$ cat src/rtl/wdog_pkg.sv
package wdog_pkg;
  localparam logic [7:0] OFF_STATUS  = 8'h00;
  localparam logic [7:0] OFF_RELOAD  = 8'h04;
  localparam logic [7:0] OFF_RESTART = 8'h08;
  localparam logic [7:0] OFF_CTRL    = 8'h0C;
  localparam logic [7:0] OFF_PWIDTH  = 8'h18;

  localparam logic [15:0] FEED_KEY   = 16'h4755;

  localparam logic [7:0] CODE_HIGH   = 8'hA5;
  localparam logic [7:0] CODE_LOW    = 8'h5A;
  localparam logic [7:0] CODE_PP     = 8'hA8;
  localparam logic [7:0] CODE_OD     = 8'h8A;

  localparam int CB_EN   = 0;
  localparam int CB_RST  = 1;
  localparam int CB_IRQ  = 2;
  localparam int CB_SLOW = 4;

  localparam int PB_HIGH = 31;
  localparam int PB_PP   = 30;
endpackage

$ cat src/rtl/wdog_prescaler.sv
module wdog_prescaler #(
  parameter int PRESCALE = 24
) (
  input  logic clk_i,
  input  logic rst_ni,
  output logic tick_o
);
  generate
    if (PRESCALE <= 1) begin : g_bypass
      assign tick_o = 1'b1;
    end else begin : g_div
      localparam int CW = $clog2(PRESCALE);
      logic [CW-1:0] div_q;
      always_ff @(posedge clk_i or negedge rst_ni) begin
        if (!rst_ni) div_q <= '0;
        else if (div_q == CW'(PRESCALE - 1)) div_q <= '0;
        else div_q <= div_q + 1'b1;
      end
      assign tick_o = (div_q == CW'(PRESCALE - 1));
    end
  endgenerate
endmodule

$ cat src/rtl/wdog_counter.sv
module wdog_counter #(
  parameter int          CW      = 32,
  parameter logic [31:0] RST_VAL = 32'h03EF1480
) (
  input  logic          clk_i,
  input  logic          rst_ni,
  input  logic          load_i,
  input  logic [CW-1:0] load_val_i,
  input  logic          start_i,
  input  logic          stop_i,
  input  logic          tick_i,
  output logic [CW-1:0] count_o,
  output logic          running_o,
  output logic          expire_o
);
  logic [CW-1:0] cnt_q;
  logic          run_q;

  assign expire_o  = run_q && tick_i && !load_i && !stop_i && (cnt_q <= CW'(1));
  assign count_o   = cnt_q;
  assign running_o = run_q;

  always_ff @(posedge clk_i or negedge rst_ni) begin
    if (!rst_ni) begin
      cnt_q <= CW'(RST_VAL);
      run_q <= 1'b0;
    end else if (load_i) begin
      cnt_q <= load_val_i;
      run_q <= start_i;
    end else if (stop_i) begin
      run_q <= 1'b0;
    end else if (expire_o) begin
      cnt_q <= '0;
      run_q <= 1'b0;
    end else if (run_q && tick_i) begin
      cnt_q <= cnt_q - 1'b1;
    end
  end

  // one step per tick
  p_dec_step_r5: assert property (@(posedge clk_i) disable iff (!rst_ni)
    run_q && tick_i && !load_i && !stop_i && cnt_q > CW'(1) |=> cnt_q == $past(cnt_q) - 1'b1);
  // stopped at zero after expiry
  p_stop_at_zero_r6: assert property (@(posedge clk_i) disable iff (!rst_ni)
    expire_o |=> !run_q && cnt_q == '0);
endmodule

$ cat src/rtl/wdog_pulse.sv
module wdog_pulse #(
  parameter int PW_WIDTH = 20
) (
  input  logic                clk_i,
  input  logic                rst_ni,
  input  logic                start_i,
  input  logic [PW_WIDTH-1:0] width_i,
  input  logic                act_high_i,
  input  logic                push_pull_i,
  output logic                rst_o,
  output logic                rst_oe_o
);
  logic [PW_WIDTH-1:0] left_q;
  logic                active;

  always_ff @(posedge clk_i or negedge rst_ni) begin
    if (!rst_ni) left_q <= '0;
    else if (start_i && left_q == '0) left_q <= width_i;
    else if (left_q != '0) left_q <= left_q - 1'b1;
  end

  assign active   = (left_q != '0);
  assign rst_o    = act_high_i ? active : !active;
  assign rst_oe_o = push_pull_i || active;

  // pulse only follows an expiry request
  p_pulse_cause_r8: assert property (@(posedge clk_i) disable iff (!rst_ni)
    $rose(active) |-> $past(start_i));
endmodule

$ cat src/rtl/wdog_ctrl.sv
module wdog_ctrl #(
  parameter int          PRESCALE   = 24,
  parameter int          PW_WIDTH   = 20,
  parameter logic [31:0] RELOAD_RST = 32'h03EF1480
) (
  input  logic        clk_i,
  input  logic        rst_ni,
  input  logic        req_i,
  input  logic        we_i,
  input  logic [7:0]  addr_i,
  input  logic [3:0]  be_i,
  input  logic [31:0] wdata_i,
  output logic [31:0] rdata_o,
  input  logic        mem_rst_i,
  output logic        irq_o,
  output logic        wdt_rst_o,
  output logic        wdt_rst_oe_o
);
  import wdog_pkg::*;

  localparam logic [31:0] PW_MASK = 32'((64'd1 << PW_WIDTH) - 1);
  localparam logic [31:0] FLAG_MASK = (32'd1 << PB_HIGH) | (32'd1 << PB_PP);

  logic [31:0] reload_q, ctrl_q, pw_q, count;
  logic        acc, wr, rd, tick_slow, tick, expire, running;
  logic        en_wr, dis_wr, feed, irq_q;
  logic [31:0] pw_flags;

  assign acc = req_i && (be_i == 4'hF) && (addr_i[1:0] == 2'b00);
  assign wr  = acc && we_i;
  assign rd  = acc && !we_i;

  assign en_wr  = wr && addr_i == OFF_CTRL &&  wdata_i[CB_EN] && !ctrl_q[CB_EN];
  assign dis_wr = wr && addr_i == OFF_CTRL && !wdata_i[CB_EN] &&  ctrl_q[CB_EN];
  assign feed   = wr && addr_i == OFF_RESTART && wdata_i[15:0] == FEED_KEY;

  wdog_prescaler #(.PRESCALE(PRESCALE)) u_presc (
    .clk_i(clk_i), .rst_ni(rst_ni), .tick_o(tick_slow));

  assign tick = ctrl_q[CB_SLOW] ? tick_slow : 1'b1;

  wdog_counter #(.CW(32), .RST_VAL(RELOAD_RST)) u_cnt (
    .clk_i(clk_i), .rst_ni(rst_ni),
    .load_i(en_wr || feed), .load_val_i(reload_q),
    .start_i(en_wr || (feed && ctrl_q[CB_EN])),
    .stop_i(dis_wr), .tick_i(tick),
    .count_o(count), .running_o(running), .expire_o(expire));

  // flag update from magic top byte
  always_comb begin
    pw_flags = pw_q;
    unique case (wdata_i[31:24])
      CODE_HIGH: pw_flags[PB_HIGH] = 1'b1;
      CODE_LOW:  pw_flags[PB_HIGH] = 1'b0;
      CODE_PP:   pw_flags[PB_PP]   = 1'b1;
      CODE_OD:   pw_flags[PB_PP]   = 1'b0;
      default: ;
    endcase
  end

  always_ff @(posedge clk_i or negedge rst_ni) begin
    if (!rst_ni) begin
      reload_q <= RELOAD_RST;
      ctrl_q   <= '0;
      pw_q     <= 32'h0000_00FF;
      irq_q    <= 1'b0;
    end else begin
      irq_q <= expire && ctrl_q[CB_IRQ] && !mem_rst_i;
      if (wr && addr_i == OFF_RELOAD) reload_q <= wdata_i;
      if (en_wr || dis_wr) ctrl_q <= wdata_i;
      else if (expire && mem_rst_i) ctrl_q <= '0;
      if (wr && addr_i == OFF_PWIDTH)
        pw_q <= (pw_flags & ~PW_MASK) | (wdata_i & PW_MASK);
    end
  end

  wdog_pulse #(.PW_WIDTH(PW_WIDTH)) u_pulse (
    .clk_i(clk_i), .rst_ni(rst_ni),
    .start_i(expire && ctrl_q[CB_RST] && !mem_rst_i),
    .width_i(pw_q[PW_WIDTH-1:0]),
    .act_high_i(pw_q[PB_HIGH]), .push_pull_i(pw_q[PB_PP]),
    .rst_o(wdt_rst_o), .rst_oe_o(wdt_rst_oe_o));

  assign irq_o = irq_q;

  always_comb begin
    rdata_o = '0;
    if (rd) begin
      unique case (addr_i)
        OFF_STATUS: rdata_o = count;
        OFF_RELOAD: rdata_o = reload_q;
        OFF_CTRL:   rdata_o = ctrl_q;
        OFF_PWIDTH: rdata_o = pw_q;
        default:    rdata_o = '0;
      endcase
    end
  end

  // interrupt is a single-cycle pulse
  p_irq_single_r7: assert property (@(posedge clk_i) disable iff (!rst_ni)
    irq_o |=> !irq_o);
  // veto clears control and suppresses interrupt
  p_veto_r10: assert property (@(posedge clk_i) disable iff (!rst_ni)
    expire && mem_rst_i |=> ctrl_q == '0 && !irq_o);
  // flags unchanged by non-pulse-width writes
  p_flags_hold_r9: assert property (@(posedge clk_i) disable iff (!rst_ni)
    !(wr && addr_i == OFF_PWIDTH) |=> (pw_q & FLAG_MASK) == ($past(pw_q) & FLAG_MASK));
  // counter frozen when not running and not loaded
  p_frozen_r4: assert property (@(posedge clk_i) disable iff (!rst_ni)
    !running && !en_wr && !feed |=> $stable(count));
endmodule

$ cat config.mk
export PLATFORM = sky130hd
export DESIGN_NAME = wdog_ctrl
export DESIGN_NICKNAME = d
export VERILOG_FILES = /design/src/rtl/wdog_pkg.sv /design/src/rtl/wdog_prescaler.sv /design/src/rtl/wdog_counter.sv /design/src/rtl/wdog_pulse.sv /design/src/rtl/wdog_ctrl.sv
export SDC_FILE = /design/constraint.sdc
export NUM_CORES = 1
export LEC_CHECK = 0
export ABC_AREA = 0
export BUFFER_PORTS_ARGS = -buffer_cell sky130_fd_sc_hd__buf_4
export CORE_MARGIN = 2
export CORE_UTILIZATION = 60
export CTS_BUF_LIST = sky130_fd_sc_hd__clkbuf_8
export DETAILED_ROUTE_END_ITERATION = 8
export PLACE_DENSITY = 0.81
export SETUP_SLACK_MARGIN = 0.2
export SLEW_MARGIN = 40
export SYNTH_ARGS = -nofsm -noshare
export SYNTH_HDL_FRONTEND = slang
export SYNTH_SLANG_ARGS = --single-unit
$ cat constraint.sdc
create_clock -name clk_i -period 2.95 [get_ports clk_i]
set_input_delay 0.4425 -clock clk_i [delete_from_list [all_inputs] [get_ports clk_i]]
set_output_delay 0.4425 -clock clk_i [all_outputs]
set_load 0.01 [all_outputs]
==> results by group <==
Worst setup path
  • Worst reg-to-reg setup slack: 120 ps
  • Levels on crit path: 6
  • Worst setup SP type: flip-flop
  • CP Data Required Time: 2510 ps
  • CP Capture Type: primary output
  • Crit-path cells: or4_4 > or3_4 > or3_4 > nor3_4 > nand2b_1 > buf_4
  • Critical path arrival: 2540 ps
  • Buf/Inv on CP: 1
  • Worst reg2reg path depth: 10
  • Max FO, Critical Path: 2
  • Crit-path slowest cell: or4_4
  • Most used cell, CP: or3_4
  • Family with the most delay on the worst path: simple AND/OR/NAND/NOR gates
  • Worst setup path class: flip-flop to primary output
  • CP peak stage delay: 520 ps

Clock tree
  • Clk Latency, worst-skew pair: 460 ps
  • CTS Sinks: 145
  • Max clock buf depth: 2
  • Cts bufs inserted: 17
  • Clock transition at path regs: 80 ps
  • CTS Root Cell: clkbuf_8
  • H-tree Lvls: 4
  • CTS tree: done

Power and ir drop
  • Clk pwr share: 42.1%
  • VDD IR max: 0.000337 V
  • LEAKAGE: 4.67 nW
  • Pint: 3.10 mW
  • Switching share of power: 24.8%
  • Combinational power share: 9.0%
  • Power Total: 4.13 mW
  • Register share of total power: 48.9%
  • PwrDens: 418 mW/mm^2
  • Switch Pwr: 1.03 mW

Timing
  • Hold Violations, Final: 0
  • Worst-Margin Slew: 637 ps
  • Slew Limit Fails: 0
  • Post-route setup slack: -29.5 ps
  • Crit path time final: 2980 ps
  • Final Setup Violations: 1
  • RSZ-0062 raised after global routing: yes
  • Relative slew margins: 57.6%
  • Final TNS setup: -29.5 ps
  • Setup Skew: 16.3 ps
  • FMAX: 336 MHz
  • Period utilization: 101%

Yosys
  • Leading post-synthesis cells by cell area: dfrtp_1 (35%), dfstp_2 (10%), mux2_2 (7.6%)
  • Avg Cell Area, Syn: 9.69 um^2
  • #FFs+latches synth: 145
  • Post-synth top flop: dfrtp_1
  • Top cells by count, synth: nand2_1 (137), dfrtp_1 (113), nor2_1 (91)
  • Count leader, synth: nand2_1
  • Fraction of registers with async set/reset: 100%
  • Synth Net Count: 881
  • Yosys top cell area share: 35.3%
  • Cells after Synth: 828
  • Sequential share of the synthesized area: 45.7%
  • Synth cell types: 67
  • Post-synth EDFFs: 0
  • Syn Std Cell Area: 0.00802 mm^2
  • Syn. warnings: 0
  • Synth area leader: dfrtp_1

Run status
  • Failing checks: negative setup slack
  • Status: complete, but fails checks

Layout
  • Area Overhead vs Synth: 23.2%
  • Register area: 0.00367 mm^2
  • Fin nets: 1009
  • Layout fillers: 931
  • Area of the multi-input gates: 0.00431 mm^2
  • Antenna diodes: 0
  • Layout cells sized above 1: 33.0%
  • Final Instance Count excl. Fillers: 1145
  • Post-Layout Inst Area: 0.00988 mm^2
  • Final Util: 75.2%

Route
  • Vias post-DR: 7350
  • Detail Route Antenna Nets: 0
  • Routed len/inst: 21.0 um
  • Drt first pass iters: 5
  • WL final: 24000 um
  • DR vias/cell: 6.42
  • DRT iter0 DRCs: 766
  • DRC violations left: 0

Die
  • Chip Width: 120 um
  • Initial core utilization: 61.0%
  • Die area: 0.0143 mm^2
  • Die H: 120 um
  • Core Box Area: 0.0131 mm^2
  • I/O Pins: 84
  • Row cnt: 42

GRT
  • Gr usage total: 33.7%
  • First-pass GRT wire length: 37700 um
  • Maximum number of pins on one net before global-route repair: 98
  • Vias in the first global route: 7298
  • Overflow after GRT: 0
  • Initial antenna violation count: 0

Placed design
  • Dpl hpwl: 16100 um
  • Inst Count DP: 1097
  • RePlAce Congestion: 0.943
  • Placed instance area: 0.00912 mm^2
  • Port buffer count: 83

Min path
  • Worst Hold Class: input pin to flip-flop
  • Min-Delay Path Depth: 3

Run
  • Max cap viols: 0
[per-stage QoR]
stage	hold slack, ps	worst slack (ps)
floorplan	147	308
global placement	405	43.6
detailed placement	411	23.2
CTS	182	-42.9
global route	193	-83.2
finish	197	-29.5
[final cells by class]
class,count,share of cell area (%)
Timing Repair Buffer,149,12.2
Inverter,10,0.380
Clock inverter,13,1.72
Multi-Input combinational cell,633,43.7
Sequential cell,145,37.2
Clock buffer,19,2.65
Tap cell,176,2.23
[layout by cell type (no fill, tap or decap), drive strengths merged, types with 28 or more instances in the layout]
master / count
dfstp: 32
nor2: 91
mux2: 54
a21oi: 37
buf: 148
dfrtp: 113
o21ai: 32
nor3: 28
mux2i: 31
nand2: 138
[power by group through the flow]
stage | sequential [mW] | combinational (mW) | clock [mW]
2_1_floorplan | 2.05 | 0.167 | 0
3_3_place_gp | 2.06 | 0.342 | 0
3_5_place_dp | 2.06 | 0.350 | 0
4_1_cts | 2.02 | 0.355 | 1.75
5_1_grt | 2.02 | 0.410 | 1.83
6_report | 2.02 | 0.373 | 1.74
[metal layers]
metal	part of all wire, %	track usage, %
met5	0	0
met4	3.6	16.0
met3	7.5	6.51
met2	48	53.9
met1	41	44.5
[worst paths after layout]
check / start / to
min: wdata_i[20] / ctrl_q[20]
max: u_pulse.left_q[11] / wdt_rst_oe_o
min in group asynchronous: rst_ni / ctrl_q[0]
max in group asynchronous: rst_ni / u_cnt.count_o[19]
min reg2reg: ctrl_q[23] / ctrl_q[23]
max reg2reg: u_pulse.left_q[11] / u_pulse.left_q[14]
[flip-flops by register name, summed over array words and instances (netlist names)]
signal	cells
pw_q	22
irq_o	1
u_presc.g_div.div_q	5
u_cnt.count_o	32
ctrl_q	32
u_pulse.left_q	20
u_cnt.running_o	1
reload_q	32
[cells by family after synthesis]
logic type	Yosys count	synth area share [%]
muxes	85	11.5
DFF	145	45.7
xor gates and xnor gates	30	3.28
adders and majority gates	4	0.624
and+or+nand+nor	366	23.3
buffers and inverters	51	2.87
AOI/OAI and AO/OA	147	12.7
[worst min-delay path, delay by kind of cell]
kind / cells / cell delay [ps]
AND/OR/NAND/NOR: 2 / 90
buffers and inverters: 1 / 80
[what timing repair did]
item / 4_1_cts / 5_1_grt
pin swaps: 4 / 20
hold endpoints to repair: 37 / 0
endpoints found under the setup margin: 58 / 71
resized for setup: 14 / 38
buffers inserted: 7 / 6
hold buffers: 1 / 0
cloned: 0 / 2
(Power assumes the default switching activity.)
